==> config.mk <==
export PLATFORM = sky130hd
export DESIGN_NAME = sg_list_walker
export DESIGN_NICKNAME = d
export VERILOG_FILES = /design/src/rtl/sg_walk_pkg.sv /design/src/rtl/sg_entry_unpack.sv /design/src/rtl/sg_entry_ctr.sv /design/src/rtl/sg_list_walker.sv
export SDC_FILE = /design/constraint.sdc
export NUM_CORES = 1
export LEC_CHECK = 0
export ABC_CLOCK_PERIOD_IN_PS = 2700
export BUFFER_PORTS_ARGS = -buffer_cell sky130_fd_sc_hd__buf_4
export CORE_ASPECT_RATIO = 0.9
export CORE_MARGIN = 1.5
export CORE_UTILIZATION = 47
export CTS_BUF_LIST = sky130_fd_sc_hd__clkbuf_4 sky130_fd_sc_hd__clkbuf_8
export CTS_CLUSTER_SIZE = 28
export DETAILED_ROUTE_END_ITERATION = 10
export PLACE_DENSITY = 0.88
export SYNTH_ARGS = -nofsm -noshare
export SYNTH_HDL_FRONTEND = slang
export SYNTH_SLANG_ARGS = --single-unit
==> constraint.sdc <==
create_clock -name clk -period 2.7 [get_ports clk]
set_clock_uncertainty 0.05 [all_clocks]
set_input_delay 0.54 -clock clk [delete_from_list [all_inputs] [get_ports clk]]
set_output_delay 0.54 -clock clk [all_outputs]
set_load 0.1 [all_outputs]
==> src/rtl/sg_walk_pkg.sv <==
package sg_walk_pkg;

  localparam int unsigned WORD_W      = 32;
  localparam int unsigned SEG_LEN_W   = 28;
  localparam int unsigned SEG_ADDR_W  = 31;
  localparam int unsigned LAST_BIT    = 31;
  localparam int unsigned ENTRY_SHIFT = 3;   // 8-byte entries
  localparam int unsigned HI_WORD_OFS = 4;   // address word offset

  typedef struct packed {
    logic                  last;
    logic [SEG_LEN_W-1:0]  len;
    logic [SEG_ADDR_W-1:0] addr;
  } seg_t;

  typedef enum logic [2:0] {
    W_IDLE    = 3'd0,
    W_REQ_LEN = 3'd1,
    W_GET_LEN = 3'd2,
    W_REQ_ADR = 3'd3,
    W_GET_ADR = 3'd4,
    W_OFFER   = 3'd5
  } walk_state_t;

endpackage

==> src/rtl/sg_entry_unpack.sv <==
module sg_entry_unpack
  import sg_walk_pkg::*;
(
  input  logic [WORD_W-1:0] len_word_i,
  input  logic [WORD_W-1:0] adr_word_i,
  output seg_t              seg_o
);
  // Words arrive assembled little-endian; fields are masked here.
  always_comb begin
    seg_o.last = len_word_i[LAST_BIT];
    seg_o.len  = len_word_i[SEG_LEN_W-1:0];
    seg_o.addr = adr_word_i[SEG_ADDR_W-1:0];
  end
endmodule

==> src/rtl/sg_entry_ctr.sv <==
module sg_entry_ctr
  import sg_walk_pkg::*;
#(
  parameter int unsigned ADDR_W      = 32,
  parameter int unsigned MAX_ENTRIES = 16
) (
  input  logic              clk,
  input  logic              rst_n,
  input  logic              load_i,
  input  logic [ADDR_W-1:0] base_i,
  input  logic              step_i,
  input  logic              hi_word_i,
  output logic [ADDR_W-1:0] word_addr_o,
  output logic              at_limit_o
);
  localparam int unsigned IDX_W = (MAX_ENTRIES > 1) ? $clog2(MAX_ENTRIES) : 1;

  logic [ADDR_W-1:0] base_q;
  logic [IDX_W-1:0]  idx_q;
  logic [ADDR_W-1:0] entry_ofs;

  always_ff @(posedge clk) begin
    if (!rst_n) begin
      base_q <= '0;
      idx_q  <= '0;
    end else if (load_i) begin
      base_q <= base_i;
      idx_q  <= '0;
    end else if (step_i) begin
      idx_q  <= idx_q + 1'b1;
    end
  end

  assign entry_ofs   = ADDR_W'(idx_q) << ENTRY_SHIFT;
  assign word_addr_o = base_q + entry_ofs + (hi_word_i ? ADDR_W'(HI_WORD_OFS) : '0);

  generate
    if (MAX_ENTRIES > 1) begin : g_multi
      assign at_limit_o = (idx_q == IDX_W'(MAX_ENTRIES - 1));
    end else begin : g_single
      assign at_limit_o = 1'b1;
    end
  endgenerate
endmodule

==> src/rtl/sg_list_walker.sv <==
module sg_list_walker
  import sg_walk_pkg::*;
#(
  parameter int unsigned ADDR_W      = 32,
  parameter int unsigned MAX_ENTRIES = 16
) (
  input  logic                  clk,
  input  logic                  rst_n,
  input  logic                  start_i,
  input  logic [ADDR_W-1:0]     base_addr_i,
  output logic                  busy_o,
  output logic                  mem_req_valid_o,
  input  logic                  mem_req_ready_i,
  output logic [ADDR_W-1:0]     mem_req_addr_o,
  input  logic                  mem_rsp_valid_i,
  input  logic [WORD_W-1:0]     mem_rsp_data_i,
  output logic                  seg_valid_o,
  input  logic                  seg_ready_i,
  output logic [SEG_ADDR_W-1:0] seg_addr_o,
  output logic [SEG_LEN_W-1:0]  seg_len_o,
  output logic                  seg_last_o,
  output logic                  done_o,
  output logic                  err_o
);
  walk_state_t       state_q;
  logic [WORD_W-1:0] len_word_q;
  logic [WORD_W-1:0] adr_word_q;
  logic              done_q;
  logic              err_q;
  seg_t              seg;
  logic              at_limit;
  logic              load;
  logic              step;
  logic              accept;

  assign load   = (state_q == W_IDLE) && start_i;
  assign accept = (state_q == W_OFFER) && seg_ready_i;
  assign step   = accept && !seg.last && !at_limit;

  sg_entry_ctr #(
    .ADDR_W      (ADDR_W),
    .MAX_ENTRIES (MAX_ENTRIES)
  ) i_ctr (
    .clk         (clk),
    .rst_n       (rst_n),
    .load_i      (load),
    .base_i      (base_addr_i),
    .step_i      (step),
    .hi_word_i   (state_q == W_REQ_ADR),
    .word_addr_o (mem_req_addr_o),
    .at_limit_o  (at_limit)
  );

  sg_entry_unpack i_unpack (
    .len_word_i (len_word_q),
    .adr_word_i (adr_word_q),
    .seg_o      (seg)
  );

  always_ff @(posedge clk) begin
    if (!rst_n) begin
      state_q    <= W_IDLE;
      len_word_q <= '0;
      adr_word_q <= '0;
      done_q     <= 1'b0;
      err_q      <= 1'b0;
    end else begin
      done_q <= 1'b0;
      err_q  <= 1'b0;
      unique case (state_q)
        W_IDLE:    if (start_i) state_q <= W_REQ_LEN;
        W_REQ_LEN: if (mem_req_ready_i) state_q <= W_GET_LEN;
        W_GET_LEN: if (mem_rsp_valid_i) begin
                     len_word_q <= mem_rsp_data_i;
                     state_q    <= W_REQ_ADR;
                   end
        W_REQ_ADR: if (mem_req_ready_i) state_q <= W_GET_ADR;
        W_GET_ADR: if (mem_rsp_valid_i) begin
                     adr_word_q <= mem_rsp_data_i;
                     state_q    <= W_OFFER;
                   end
        W_OFFER:   if (seg_ready_i) begin
                     if (seg.last) begin
                       done_q  <= 1'b1;
                       state_q <= W_IDLE;
                     end else if (at_limit) begin
                       err_q   <= 1'b1;
                       state_q <= W_IDLE;
                     end else begin
                       state_q <= W_REQ_LEN;
                     end
                   end
        default:   state_q <= W_IDLE;
      endcase
    end
  end

  assign busy_o          = (state_q != W_IDLE);
  assign mem_req_valid_o = (state_q == W_REQ_LEN) || (state_q == W_REQ_ADR);
  assign seg_valid_o     = (state_q == W_OFFER);
  assign seg_addr_o      = seg.addr;
  assign seg_len_o       = seg.len;
  assign seg_last_o      = seg.last;
  assign done_o          = done_q;
  assign err_o           = err_q;
endmodule

==> impl_metrics.py, run 1 <==
metrics = {
    "clock_network": {
        "cts_tree": "yes",
        "clock-sinks": 101,
        "clk_path_buf_depth": 2,
        "cts_root_buf": "clkbuf_8",
        "insertion_delay_ns": 0.38,
        "cts_max_level": 3,
        "numCtsBuffers": 9,
        "clk_pin_slew_ns": 0.10,
    },
    "placement": {
        "dpl_worst_slack_ns": -0.2908,
        "port_buffers": 166,
        "dpl.hpwl_microns": 10470,
        "gp_congestion": 0.8382,
        "place_area_sq_um": 7093,
        "dp.cells": 872,
    },
    "sta": {
        "rsz0062_at_grt": "true",
        "slew_headroom_pct": 46.15,
        "fin_ws_ns": -0.7793,
        "slew_violations": 0,
        "fmax_mhz": 287.4,
        "tns_ns": -15.37,
        "min_period_ns": 3.479,
        "worst_pin_slew_ns": 0.8078,
        "hold_viol": 0,
        "period_share_pct": 128.9,
        "finalSetupViolations": 28,
    },
    "final_layout": {
        "layout.cells.non_filler": 900,
        "nets": 846,
        "diodes": 0,
        "layout-drive-gt1-share_pct": 40.18,
        "syn2layout_area_growth_pct": 66.74,
        "nFillCells": 551,
        "final_area_sq_um": 7878,
    },
    "global_route": {
        "grt_start_max_net_pins": 94,
        "grt_pass1_wl_microns": 26830,
        "grt_overflow": 0,
        "antenna_found_initial": 0,
        "grt_pass1_vias": 5176,
        "grt_usage_pct": 32.98,
    },
    "hold_path": {
        "whs_path_depth": 3,
        "hold_path.class": "input pin to flop",
    },
    "pwr": {
        "peakVddDrop_uv": 356.3,
        "power_density_nw_per_um2": 515.2,
        "leakage_nw": 3.168,
        "p_total_mw": 4.058,
    },
    "die": {
        "die_y_microns": 98.12,
        "io-pin-count": 167,
        "fp.dieW_microns": 108.7,
        "row_count": 34,
        "start_util_pct": 48.50,
        "core-area_sq_um": 9742,
        "die_area_sq_um": 10660,
    },
    "drt": {
        "wirelength_microns": 18230,
        "wl_per_cell_microns": 20.25,
        "drt_iter0_markers": 250,
        "ant_nets": 0,
        "drc": 0,
        "avgViaCountPerCell": 5.644,
        "firstDrtPassIters": 5,
        "vias": 5080,
    },
    "critical_path": {
        "cp_max_fo": 7,
        "crit_required_ns": 2.11,
        "start_kind": "flop",
        "arrival_ns": 2.89,
        "end_kind": "output port",
        "path_cells": "nor2b_4 > and2_4 > ha_4 > inv_2 > fa_2 > nor2b_2 > o31a_1 > buf_6 > buf_12 > buf_6 > o2111ai_4 > xnor2_4 > buf_12",
        "rr_worst_depth": 6,
        "critPathMaxStageDelay_ns": 0.38,
        "crit_type": "flop to output port",
        "slowest_stage": "fa_2",
    },
    "synthesis": {
        "synth_nets": 646,
        "synth-seq-area-share_pct": 42.80,
        "syn_area_sq_um": 4725,
        "yosysUniqueCellTypes": 41,
        "async_reset_ff_share_pct": 0,
        "ys_seq_elements": 101,
        "avgSynthCellArea_sq_um": 8.303,
        "synth_ff_type": "dfxtp_1",
        "yosysWarnings": 0,
        "synth_cells": 569,
        "synth_edf_count": 0,
    },
    "flow_run": {
        "drv_cap": 0,
    },
    "run_status": {
        "violations": "negative setup slack",
        "outcome": "finished with violations",
    },
}
-- state kept, by name (all words and copies together), names as in the netlist --
signal        flops
i_ctr.idx_q       4
len_word_q       29
done_o            1
state_q           3
err_o             1
adr_word_q       31
i_ctr.base_q     32
-- per-layer routing --
metal / part of all wire [%] / global-route usage, %
met1: 37 / 35.96
met4: 4.6 / 16.40
met5: 0 / 0
met3: 6.9 / 8.945
met2: 51 / 58.25
-- cell usage in the layout, fill, tap and decap left out, types with 5 or more instances in the layout --
| master | n |
|---|---|
| a2111oi_4 | 6 |
| a21boi_0 | 60 |
| a21boi_1 | 32 |
| a21oi_4 | 5 |
| and2_1 | 5 |
| and3_1 | 8 |
| buf_12 | 31 |
| buf_4 | 190 |
| buf_6 | 7 |
| clkbuf_8 | 9 |
| dfxtp_1 | 100 |
| inv_1 | 5 |
| nand2_1 | 199 |
| nand3_1 | 6 |
| nor2_1 | 6 |
| nor2b_1 | 7 |
| xnor2_4 | 13 |
| xor2_4 | 13 |
-- where the power goes --
part	switching (mW)	internal [mW]	total [mW]	leakage, nW
registers	0.0633	1.57	1.63	0.819
clock network	0.561	0.368	0.929	0.0931
logic	0.996	0.504	1.50	2.26
total	1.62	2.44	4.06	3.17
-- cell usage after synthesis (2+ instances only) --
master     number  area (sq um)
a211oi_1        3         22.52
o21a_1          2         15.01
nor3_1          2         10.01
a21oi_1         7         35.03
nor2_1          6         22.52
a21boi_1       32         240.2
a21boi_0       61         457.9
buf_4           7         52.55
xnor2_1        15         131.4
nand2_1       200         750.7
and4_1          4         35.03
xor2_1         16         140.1
buf_2          11         55.05
dfxtp_1       101          2022
and3_1          8         50.05
ha_1            6         75.07
and2_1          6         37.54
inv_1           6         22.52
o211ai_1        3         22.52
nand3_1         6         30.03
clkbuf_1       24         90.09
o2111ai_1       8         70.07
nor2b_1         9         56.30
o21ai_0         4         20.02
a2111oi_2       6         90.09
-- cell families after synthesis --
family | count (synthesis) | share of synthesized area (%)
fa+ha+maj | 7 | 2.013
simple gates | 250 | 23.12
compound gates | 132 | 21.66
flops | 101 | 42.80
xor+xnor | 31 | 5.747
buf+inv | 48 | 4.661
-- area by class of cell --
cell class	instances	area (sq um)	share of cell area, %
clock inverters	5	41.29	0.5241
clock buffers	11	138.9	1.763
multi-input cells	420	3301	41.90
repair buffers	231	2193	27.84
inverters	6	22.52	0.2859
well taps	126	157.7	2.001
flip-flops and latches	101	2023	25.68
-- worst max-delay path, delay by kind of cell (launching register included) --
| family | cells | cell delay, ns |
|---|---|---|
| DFF | 1 | 0.34 |
| buffers and inverters | 5 | 0.64 |
| adders and majority gates | 2 | 0.52 |
| AOI/OAI and AO/OA | 2 | 0.31 |
| xor gates and xnor gates | 1 | 0.24 |
| and+or+nand+nor | 3 | 0.45 |
-- worst paths after layout --
kind,startpoint,to,slack [ns]
worst min register to register,len_word_q[26]$_SDFFE_PN0P_,len_word_q[26]$_SDFFE_PN0P_,0.41
worst min-delay path,mem_rsp_data_i[10],adr_word_q[10]$_SDFFE_PN0P_,0.35
worst max register to register,state_q[2]$_SDFFE_PN0P_,i_ctr.base_q[20]$_SDFFE_PN0P_,0.59
worst max-delay path,state_q[1]$_SDFFE_PN0P_,mem_req_addr_o[24],-0.78
-- timing repair --
action                                  CTS  global route
hold buffers                              0             0
endpoints found under the setup margin   28            28
gates resized for setup                  97            14
pin swaps                                16            14
buffers inserted                          8             6
cloned                                    2             0
-- through the flow --
step	hold slack (ns)	util, %
after floorplan	0.3854	-
after global placement	0.3922	72.81
after detailed placement	0.3985	72.81
after CTS	0.3421	79.99
after global routing	0.3334	80.86
final	0.3492	80.86
Power figures use the tool's default switching activity.
==> run 2: changes to the inputs <==
--- a/config.mk
+++ b/config.mk
@@ -10,7 +10,7 @@
 export CORE_ASPECT_RATIO = 0.9
 export CORE_MARGIN = 1.5
 export CORE_UTILIZATION = 47
-export CTS_BUF_LIST = sky130_fd_sc_hd__clkbuf_4 sky130_fd_sc_hd__clkbuf_8
+export CTS_BUF_LIST = sky130_fd_sc_hd__clkbuf_4
 export CTS_CLUSTER_SIZE = 28
 export DETAILED_ROUTE_END_ITERATION = 10
 export PLACE_DENSITY = 0.88
==> impl_metrics.py, run 2 (synthesis gave the netlist of run 1 again) <==
metrics = {
    "placement": {
        "gp_congestion": 0.8382,
        "port_buffers": 166,
        "dpl_worst_slack_ns": -0.2908,
        "dpl.hpwl_microns": 10470,
        "place_area_sq_um": 7093,
    },
    "hold_path": {
        "hold_path.class": "input pin to flop",
    },
    "final_layout": {
        "top_regs": "i_ctr.base_q: 32 flops, adr_word_q: 31 flops, len_word_q: 29 flops",
        "syn2layout_area_growth_pct": 65.89,
        "nets": 847,
        "layout_commonest_cell": "nand2_1",
        "final_cell_mix": "nand2_1 (199), buf_4 (188), dfxtp_1 (99), a21boi_0 (60), buf_12 (33)",
        "largest_register": "i_ctr.base_q",
        "layout-drive-gt1-share_pct": 40.39,
        "final_area_sq_um": 7838,
        "largest_reg_flops": 32,
        "diodes": 0,
    },
    "clock_network": {
        "clock-sinks": 101,
        "cts_hold_buffers": 0,
        "clk_pin_slew_ns": 0.16,
        "clk_path_buf_depth": 2,
        "insertion_delay_ns": 0.46,
        "numCtsBuffers": 9,
        "cts_max_level": 3,
        "cts_root_buf": "clkbuf_4",
        "cts_tree": "yes",
    },
    "critical_path": {
        "path_buf_inv": 5,
        "crit_required_ns": 2.11,
        "start_kind": "flop",
        "arrival_ns": 2.92,
        "slowest_stage": "dfxtp_2",
        "r2r_setup_slack_ns": 0.61,
        "crit_type": "flop to output port",
        "path_cells": "nor2b_4 > and2_4 > ha_4 > inv_2 > fa_2 > nor2b_2 > o31a_1 > buf_6 > buf_16 > o211ai_1 > buf_4 > xnor2_4 > buf_12",
        "path_delay_family": "buffers and inverters",
        "end_kind": "output port",
        "cp_max_fo": 6,
        "critPathMaxStageDelay_ns": 0.36,
    },
    "die": {
        "core-area_sq_um": 9742,
        "fp.dieW_microns": 108.7,
        "start_util_pct": 48.50,
        "io-pin-count": 167,
        "row_count": 34,
        "die_area_sq_um": 10660,
        "die_y_microns": 98.12,
    },
    "sta": {
        "fin_ws_ns": -0.8105,
        "fmax_mhz": 284.9,
        "finalSetupViolations": 28,
        "worst_pin_slew_ns": 0.8010,
        "period_share_pct": 130.0,
        "slew_violations": 0,
        "min_period_ns": 3.511,
        "rsz0062_at_grt": "true",
        "slew_headroom_pct": 46.60,
        "hold_viol": 0,
        "whs_ns": 0.2552,
    },
    "run_status": {
        "outcome": "finished with violations",
        "violations": "negative setup slack",
    },
    "drt": {
        "vias": 5040,
        "avgViaCountPerCell": 5.594,
        "wirelength_microns": 17630,
        "wl_per_cell_microns": 19.56,
        "drt_iter0_markers": 324,
        "firstDrtPassIters": 5,
        "drc": 0,
        "ant_nets": 0,
    },
    "global_route": {
        "antenna_found_initial": 0,
        "grt_usage_pct": 33.43,
        "grt_start_max_net_pins": 94,
        "grt_overflow": 0,
        "grt_pass1_vias": 5159,
        "grt_pass1_wl_microns": 27080,
    },
    "pwr": {
        "peakVddDrop_uv": 539.1,
        "leakage_nw": 3.157,
        "power_density_nw_per_um2": 494.8,
    },
    "flow_run": {
        "drv_cap": 0,
    },
}
==> run 2: changes by cell type in the layout (fill, tap and decap cells not counted), sizes merged <==
cell	previous run	this run
buf	230	231
==> run 2: area by class of cell <==
type	count	area [sq um]
Multi-Input combinational cell	420	3283
Timing Repair Buffer	232	2226
Sequential cell	101	2024
Fill cell	551	1904
Tap cell	126	157.7
Clock buffer	11	82.58
Clock inverter	5	41.29
Inverter	6	22.52
==> run 2: routing by layer <==
metal | GRT usage [%] | up-vias | routed length [microns] | part of all wire (%)
met1 | 36.77 | 2397 | 6163 | 35
met2 | 58.15 | 282 | 9135 | 52
li1 | - | 2283 | - | -
met5 | 0 | - | 0 | 0
met4 | 17.61 | 0 | 941 | 5.3
met3 | 9.146 | 78 | 1385 | 7.9
==> run 2: what timing repair did <==
item / 4_1_cts / 5_1_grt
pin swaps: 17 / 10
setup buffers: 9 / 4
gates cloned: 2 / 0
endpoints found under the hold margin: 0 / 0
setup endpoints to repair: 29 / 29
gates resized for setup: 103 / 10
==> run 2: worst paths after layout <==
path | from | to | depth (start not counted)
worst min-delay path | base_addr_i[8] | i_ctr.base_q[8]$_SDFFE_PN0P_ | 3
worst min register to register | len_word_q[19]$_SDFFE_PN0P_ | len_word_q[19]$_SDFFE_PN0P_ | 2
worst max register to register | state_q[0]$_SDFFE_PN0P_ | i_ctr.base_q[20]$_SDFFE_PN0P_ | 6
worst max-delay path | state_q[1]$_SDFFE_PN0P_ | mem_req_addr_o[16] | 13
==> run 2: through the flow <==
step	util (%)	std cells	power [mW]	setup TNS [ns]
after global routing	80.45	901	4.023	-21.77
after CTS	79.81	898	3.838	-16.53
final	80.45	901	3.878	-18.17
after floorplan	-	569	2.608	-6.821
after global placement	72.81	872	2.930	-2.265
after detailed placement	72.81	872	2.963	-3.815
==> run 2: worst reg2reg max path, cell delays in order (launching register included) <==
cell      delay (ns)
dfxtp_1         0.39
buf_4           0.19
nor3_1          0.09
nand2_1         0.40
buf_4           0.37
nand2_1         0.15
a21boi_0        0.35
==> run 2: power by group <==
part	total [mW]	internal, mW	switching [mW]
clock	0.751	0.223	0.529
combinational	1.50	0.505	0.992
sequential	1.63	1.57	0.0614
total	3.88	2.30	1.58
